**src/rtl/muldiv_pkg.sv**
```systemverilog
package muldiv_pkg;
  typedef enum logic {
    OP_MUL = 1'b0,
    OP_DIV = 1'b1
  } op_e;
endpackage

```
**src/rtl/muldiv_mult.sv**
```systemverilog
module muldiv_mult #(
  parameter int W = 8
) (
  input  logic [W-1:0]   lhs,
  input  logic [W-1:0]   rhs,
  output logic [2*W-1:0] prod
);
  always_comb prod = (2*W)'(lhs) * (2*W)'(rhs);
endmodule

```
**src/rtl/muldiv_divcore.sv**
```systemverilog
// Bit-serial restoring divider: one quotient bit per clock, NW clocks.
module muldiv_divcore #(
  parameter int NW = 16,
  parameter int DW = 9,
  parameter int QW = 8
) (
  input  logic          clk,
  input  logic          rst,
  input  logic          go,
  input  logic [NW-1:0] num,
  input  logic [DW-1:0] den,
  output logic [QW-1:0] quo,
  output logic [DW-2:0] rem,
  output logic          busy,
  output logic          fin
);
  localparam int CW = (NW > 1) ? $clog2(NW) : 1;

  logic [NW-1:0] dvd_q;
  logic [DW-1:0] dvs_q;
  logic [DW-2:0] rem_q;
  logic [QW-1:0] quo_q;
  logic [CW-1:0] cnt_q;
  logic [DW-1:0] trial;
  logic [DW-1:0] diff;
  logic          qbit;

  always_comb begin
    trial = {rem_q, dvd_q[NW-1]};
    qbit  = (trial >= dvs_q);
    diff  = trial - dvs_q;
  end

  always_ff @(posedge clk) begin
    if (rst) begin
      dvd_q <= '0;
      dvs_q <= '0;
      rem_q <= '0;
      quo_q <= '0;
      cnt_q <= '0;
      busy  <= 1'b0;
      fin   <= 1'b0;
    end else begin
      fin <= 1'b0;
      if (go && !busy) begin
        dvd_q <= num;
        dvs_q <= den;
        rem_q <= '0;
        quo_q <= '0;
        cnt_q <= '0;
        busy  <= 1'b1;
      end else if (busy) begin
        dvd_q <= {dvd_q[NW-2:0], 1'b0};
        quo_q <= {quo_q[QW-2:0], qbit};
        rem_q <= qbit ? diff[DW-2:0] : trial[DW-2:0];
        cnt_q <= cnt_q + 1'b1;
        if (cnt_q == CW'(NW - 1)) begin
          busy <= 1'b0;
          fin  <= 1'b1;
        end
      end
    end
  end

  assign quo = quo_q;
  assign rem = rem_q;
endmodule

```
**src/rtl/muldiv_divfix.sv**
```systemverilog
// Maps the raw quotient/remainder of the wrapped path back to the result.
module muldiv_divfix #(
  parameter int W = 8
) (
  input  logic [W-1:0] q_raw,
  input  logic [W-1:0] r_raw,
  input  logic [W-1:0] x,
  input  logic         wide,
  output logic [W-1:0] q,
  output logic [W-1:0] r
);
  always_comb begin
    if (wide) begin
      q = {W{1'b1}} - q_raw;
      r = x + r_raw;
    end else begin
      q = q_raw;
      r = r_raw;
    end
  end
endmodule

```
**src/rtl/muldiv_unit.sv**
```systemverilog
module muldiv_unit #(
  parameter int W = 8
) (
  input  logic         clk,
  input  logic         rst,
  input  logic         start,
  input  logic         op,
  input  logic [W-1:0] a_in,
  input  logic [W-1:0] x_in,
  input  logic [W-1:0] y_in,
  output logic [W-1:0] a_out,
  output logic [W-1:0] y_out,
  output logic         flag_n,
  output logic         flag_z,
  output logic         flag_v,
  output logic         flag_h,
  output logic         done
);
  import muldiv_pkg::*;

  localparam int PW = 2 * W;
  localparam int DW = W + 1;
  localparam int NB = W / 2;

  op_e           op_sel;
  logic          busy;
  logic          accept;
  logic [PW-1:0] prod;
  logic [PW-1:0] ya;
  logic          wide;
  logic [PW-1:0] num;
  logic [DW-1:0] den;
  logic [W-1:0]  quo;
  logic [W-1:0]  rem;
  logic          core_busy;
  logic          core_fin;
  logic [W-1:0]  x_q;
  logic          wide_q;
  logic          v_q;
  logic          h_q;
  logic [W-1:0]  q_fix;
  logic [W-1:0]  r_fix;

  always_comb begin
    op_sel = op_e'(op);
    busy   = core_busy | core_fin;
    accept = start && !busy;
    ya     = {y_in, a_in};
    wide   = ({1'b0, y_in} >= {x_in, 1'b0});
    num    = wide ? (ya - (PW'(x_in) << (W + 1))) : ya;
    den    = wide ? ((DW'(1) << W) - DW'(x_in)) : DW'(x_in);
  end

  muldiv_mult #(.W(W)) u_mul (
    .lhs  (y_in),
    .rhs  (a_in),
    .prod (prod)
  );

  muldiv_divcore #(.NW(PW), .DW(DW), .QW(W)) u_div (
    .clk  (clk),
    .rst  (rst),
    .go   (accept && (op_sel == OP_DIV)),
    .num  (num),
    .den  (den),
    .quo  (quo),
    .rem  (rem),
    .busy (core_busy),
    .fin  (core_fin)
  );

  muldiv_divfix #(.W(W)) u_fix (
    .q_raw (quo),
    .r_raw (rem),
    .x     (x_q),
    .wide  (wide_q),
    .q     (q_fix),
    .r     (r_fix)
  );

  always_ff @(posedge clk) begin
    if (rst) begin
      a_out  <= '0;
      y_out  <= '0;
      flag_n <= 1'b0;
      flag_z <= 1'b0;
      flag_v <= 1'b0;
      flag_h <= 1'b0;
      done   <= 1'b0;
      x_q    <= '0;
      wide_q <= 1'b0;
      v_q    <= 1'b0;
      h_q    <= 1'b0;
    end else begin
      done <= 1'b0;
      if (accept && (op_sel == OP_MUL)) begin
        {y_out, a_out} <= prod;
        flag_n <= prod[PW-1];
        flag_z <= (prod == '0);
        done   <= 1'b1;
      end else if (accept) begin
        x_q    <= x_in;
        wide_q <= wide;
        v_q    <= (y_in >= x_in);
        h_q    <= (y_in[NB-1:0] >= x_in[NB-1:0]);
      end
      if (core_fin) begin
        a_out  <= q_fix;
        y_out  <= r_fix;
        flag_n <= q_fix[W-1];
        flag_z <= (q_fix == '0);
        flag_v <= v_q;
        flag_h <= h_q;
        done   <= 1'b1;
      end
    end
  end
endmodule

```
**config.mk**
```make
export PLATFORM = sky130hd
export DESIGN_NAME = muldiv_unit
export DESIGN_NICKNAME = d
export VERILOG_FILES = /design/src/rtl/muldiv_pkg.sv /design/src/rtl/muldiv_mult.sv /design/src/rtl/muldiv_divcore.sv /design/src/rtl/muldiv_divfix.sv /design/src/rtl/muldiv_unit.sv
export SDC_FILE = /design/constraint.sdc
export NUM_CORES = 1
export LEC_CHECK = 0
export ABC_AREA = 1
export BUFFER_PORTS_ARGS = -buffer_cell sky130_fd_sc_hd__buf_2
export CAP_MARGIN = 20
export CORE_UTILIZATION = 40
export DETAILED_ROUTE_END_ITERATION = 12
export GPL_ROUTABILITY_DRIVEN = 0
export PLACE_DENSITY_LB_ADDON = 0.25
export SLEW_MARGIN = 20
export SYNTH_ARGS = -nofsm -noshare
export SYNTH_HDL_FRONTEND = slang
export SYNTH_SLANG_ARGS = --single-unit
export TNS_END_PERCENT = 5
```
**constraint.sdc**
```tcl
create_clock -name clk -period 11.1 [get_ports clk]
set_input_delay 1.11 -clock clk [delete_from_list [all_inputs] [get_ports clk]]
set_output_delay 1.11 -clock clk [all_outputs]
set_load 0.01 [all_outputs]
```
Word level (Yosys, flattened, before mapping):

Index checks and enable logic that the tools add are counted.

* register bits: 79
* logic and storage cells: 68

* $mul: 1
* magnitude comparators: 4
* reduce and logical (&&, ||, !) cells: 13
* equal/unequal tests: 1
* $add $sub $neg: 6
* bitwise gates (word level): 4
* mux-type cells: 21

Operator list (number)
* $mux 8: 7
* $mux 16: 3
* $logic_not 16->1: 1
* $mul 8x8->16: 1
* $sub 16x16->16: 1
* $mux 1: 10
* $ge 8x9->1: 1
* $ge 9x9->1: 1
* $mux 9: 1
* $sub 9x8->9 const A: 1
* $add 8x8->8: 1
* $ge 8x8->1: 1
* $logic_not 8->1: 1
* $sub 8x8->8: 1
* $sub 8x8->8 const A: 1
* $add 4x1->4 const B: 1
* $eq 4x4->1 const B: 1
* $ge 4x4->1: 1
* $logic_and 1x1->1: 4
* $reduce_bool 2->1: 2
* $not 1->1: 3
* $reduce_or 3->1: 1
* $logic_not 1->1: 2
* $reduce_and 2->1: 1
* other kinds (2): 2

Depth between registers and ports, before layout:

* word-level depth: 6
* depth in mapped cells: 23

Hierarchy:

From an unflattened synthesis, not the netlist that was laid out.

* cells, all modules: 1148
* area total of the unflattened synthesis: 7553.5 um^2

By module, submodules not included
* muldiv_divcore: sequential area each 940.9 um^2, cells each 356, area each 2433.6 um^2, times used 1
* muldiv_mult: sequential area each 0.0 um^2, cells each 375, area each 2396.0 um^2, times used 1
* muldiv_unit: sequential area each 640.6 um^2, cells each 327, area each 2213.4 um^2, times used 1
* muldiv_divfix: sequential area each 0.0 um^2, cells each 90, area each 510.5 um^2, times used 1

Worst setup path before layout:

No wires, ideal clock.

* path type: in2reg
* start point: in y_in[0]
* end point: reg flag_z
* required time: 11030 ps
* path slack: 6147 ps
* stages on the path: 21
* path buffers: 1
* arrival: 4883 ps
* cells stage by stage: clkbuf_1 > nand2_1 > fa_1 > fa_1 > inv_1 > fa_1 > inv_1 > fa_1 > inv_1 > ha_1 > nand2_1 > nand2_1 > a21oi_1 > nand2_1 > nand2_1 > nand2_1 > nand2_1 > nand2_1 > nor2_1 > nand3_1 > a21oi_1

* longest elaborated chain between the ends: 4

RTL lines
* start, declared: RTL line muldiv_unit.sv:10 `input logic [W-1:0] y_in,`
* $mul 8x8->16: RTL line muldiv_mult.sv:8 `always_comb prod = (2*W)'(lhs) * (2*W)'(rhs);`
* $logic_not 16->1: RTL line muldiv_unit.sv:99 `flag_z <= (prod == '0);`
* $mux 1: RTL line muldiv_unit.sv:96 `if (accept && (op_sel == OP_MUL)) begin`
* $mux 1: RTL line muldiv_unit.sv:107 `if (core_fin) begin`
* end signal, assigned: RTL line muldiv_unit.sv:99
* end signal, assigned: RTL line muldiv_unit.sv:111 `flag_z <= (q_fix == '0);`
* end, declared: RTL line muldiv_unit.sv:14 `output logic flag_z,`

Every way passes these cells. The select of a mux whose other input is x is not followed.
A chain may end at the register's enable or synchronous reset.

Final worst setup path:

Ends and elaborated chain as after synthesis.

==> impl_metrics.env <==
export IMPL_port_buffers=48
export IMPL_crit_path_cell_trace="buf_2, nand2_1, fa_1, fa_1, inv_1, fa_1, inv_1, fa_1, inv_1, ha_1, nand2_1, nand2_1, a21oi_1, nand2_1, nand2_1, nand2_1, nor3_1, nand3_1, a21oi_1"
export IMPL_finalSetupTns_ps=0
export IMPL_post_route_min_period_ps=4839
export IMPL_final_cell_mix="nand2_1 (265), inv_1 (187), dfxtp_1 (79), a21oi_1 (69), ha_1 (69)"
export IMPL_r2r_end="u_div.quo[0]$_SDFFE_PP0P_"
export IMPL_syn_to_final_growth_pct=8.841
export IMPL_leakagePower_nw=4.053
export IMPL_worst_slew_pin_slew_ps=672.4
export IMPL_cts_root_buffer="clkbuf_16"
export IMPL_final_common_cell="nand2_1"
export IMPL_cts_sinks=79
export IMPL_ir_drop_uv=90.29
export IMPL_hold_violations=0
export IMPL_cts_max_level=3
export IMPL_tritoncts="yes"
export IMPL_rsz0062_at_grt="no"
export IMPL_synthesis_nets=1150
export IMPL_grt_pass1_vias=5910
export IMPL_hold_class="reg -> reg"
export IMPL_antenna_found_initial=0
export IMPL_wl_mm=18.30
export IMPL_die_x_um=134.9
export IMPL_synth_edf_count=0
export IMPL_multiInputGateArea_mm2=0.004514
export IMPL_dieArea_mm2=0.01819
export IMPL_critPathKind="in -> reg"
export IMPL_chipHeight_um=134.9
export IMPL_rows=48
export IMPL_grt_pass1_wl_mm=30.50
export IMPL_regArea_mm2=0.001582
export IMPL_reg2reg_from="u_div.fin$_SDFF_PP0_"
export IMPL_whs_path_depth=2
export IMPL_status="finished, final reports clean"
export IMPL_worstPathRequired_ps=11370
export IMPL_period_share=0.4359
export IMPL_max_cap_violations=0
export IMPL_syn_avg_cell_area_um2=6.964
export IMPL_critPathSlowestCell="fa_1"
export IMPL_cp_arrival_ps=5110
export IMPL_drt_first_pass_iters=5
export IMPL_postCtsHoldBufs=0
export IMPL_synth_distinct_cells=46
export IMPL_core_area_mm2=0.01730
export IMPL_ys_ff_latch=79
export IMPL_numCtsBuffers=9
export IMPL_via_per_inst=5.009
export IMPL_postCtsSetupBuffers=0
export IMPL_grt_max_degree=40
export IMPL_hold_start="a_out[4]$_SDFFE_PP0P_"
export IMPL_start_kind="primary input"
export IMPL_fillers=1781
export IMPL_grtUsageTotal=0.2131
export IMPL_vias=6316
export IMPL_ctsResizeCount=0
export IMPL_drv_slew=0
export IMPL_grt_overflow=0
export IMPL_io_pins=49
export IMPL_relSlewSlack=0.5517
export IMPL_async_flop_share=0
export IMPL_fin_nets=1168
export IMPL_hpwl_mm=14.17
export IMPL_ff2ff_setup_slack_ps=8380
export IMPL_setup_viol=0
export IMPL_max_stage_delay_ps=540
export IMPL_routedWlPerCell_um=14.51
export IMPL_clkTransAtPathRegs_ps=60
export IMPL_drc=0
export IMPL_ys_flop_type="dfxtp_1"
export IMPL_clock_latency_ps=340
export IMPL_whs_endpoint="a_out[4]$_SDFFE_PP0P_"
export IMPL_final_layout_size_suffix_gt1_frac=0.08687
export IMPL_cpMostUsedCell="nand2_1"
export IMPL_yosys_warnings=0
export IMPL_antenna_cells=0
export IMPL_fmax_mhz=206.7
export IMPL_critical_path_max_fanout=11
export IMPL_finClkSkew_ps=4.485
export IMPL_drtAntennaViolNets=0
export IMPL_r2r_cells=11
export IMPL_post_route_util=0.4444
export IMPL_initial_core_util=0.4083
export IMPL_cp_end_kind="flop"
export IMPL_drt_iter0_markers=409
export IMPL_cts_path_max_buffers=2
export IMPL_p_per_area_mw_per_mm2=153.6
export IMPL_syn_inst=1014
export IMPL_ys_seq_area_frac=0.2240
export IMPL_synth_cell_area_mm2=0.007062
-- report_power, final --
part | leakage, nW | internal, mW | switching [mW]
Combinational | 3.25 | 0.196 | 0.348
Clock | 0.155 | 0.201 | 0.116
Sequential | 0.644 | 0.303 | 0.0150
Total | 4.05 | 0.701 | 0.480
-- worst max path at each step --
stage / depth (start not counted) / to / from / slack (ps)
CTS: 19 / flag_z$_SDFFE_PP0P_ / y_in[0] / 6280
global route: 19 / flag_z$_SDFFE_PP0P_ / y_in[2] / 5910
floorplan: 21 / flag_z$_SDFFE_PP0P_ / y_in[0] / 6150
detailed placement: 19 / flag_z$_SDFFE_PP0P_ / y_in[0] / 5940
global placement: 19 / flag_z$_SDFFE_PP0P_ / y_in[0] / 6030
finish: 19 / flag_z$_SDFFE_PP0P_ / y_in[0] / 6260
-- routing by layer --
metal  GRT usage  share of wire
met3     0.03078          0.043
met2      0.3144           0.42
met1      0.3260           0.53
met5           0              0
met4     0.04245         0.0091
-- stage by stage --
stage / worst slack [ps] / instances / power, mW / hold WS [ps] / instance area, um^2
global route: 5906 / 1261 / 1.290 / 476.5 / 7686
detailed placement: 5935 / 1246 / 0.8653 / 454.0 / 7373
global placement: 6031 / 1246 / 0.8639 / 443.3 / 7373
finish: 6261 / 1261 / 1.180 / 458.2 / 7686
floorplan: 6147 / 1014 / 0.7376 / 424.5 / 7062
CTS: 6280 / 1261 / 1.186 / 461.8 / 7686
-- state kept, by name (all words and copies together) (netlist names), 4 cells and up --
register,cells
u_div.dvd_q,16
u_div.dvs_q,9
a_out,8
u_div.quo,8
u_div.rem,8
x_q,8
y_out,8
u_div.cnt_q,4
-- synthesized netlist by cell type (9+ instances only) --
cell type	n	area [um^2]
a31oi_1	22	137.6
xnor2_1	11	96.34
buf_2	9	45.04
nor2_1	39	146.4
nand4_1	10	62.56
nand2_1	265	994.7
inv_1	187	701.9
clkbuf_1	23	86.33
ha_1	69	863.3
dfxtp_1	79	1582
xor2_1	13	113.9
fa_1	39	780.8
o21ai_0	54	270.3
nand3_1	50	250.2
a21oi_1	69	345.3
-- layout make-up --
class,instances,share of cell area
repair buffers,51,0.03419
inverters,194,0.09539
flip-flops and latches,79,0.2058
clock buffers,11,0.03158
multi-input cells,697,0.5873
well taps,225,0.03663
clock inverters,4,0.009116
-- critical path, delay by kind of cell --
family / cells / cell delay, ps
compound gates: 2 / 320
fa+ha+maj: 5 / 2450
buf+inv: 4 / 350
simple gates: 8 / 850
-- cell families after synthesis --
logic type	count (synthesis)	share of synthesized area
adder cells (fa/ha/maj)	108	0.2328
buffers and inverters	238	0.1368
XOR/XNOR	24	0.02977
AO/OA/AOI/OAI	177	0.1432
AND/OR/NAND/NOR	388	0.2335
flip-flops	79	0.2240
No activity file was read; power rests on OpenSTA's default activity.
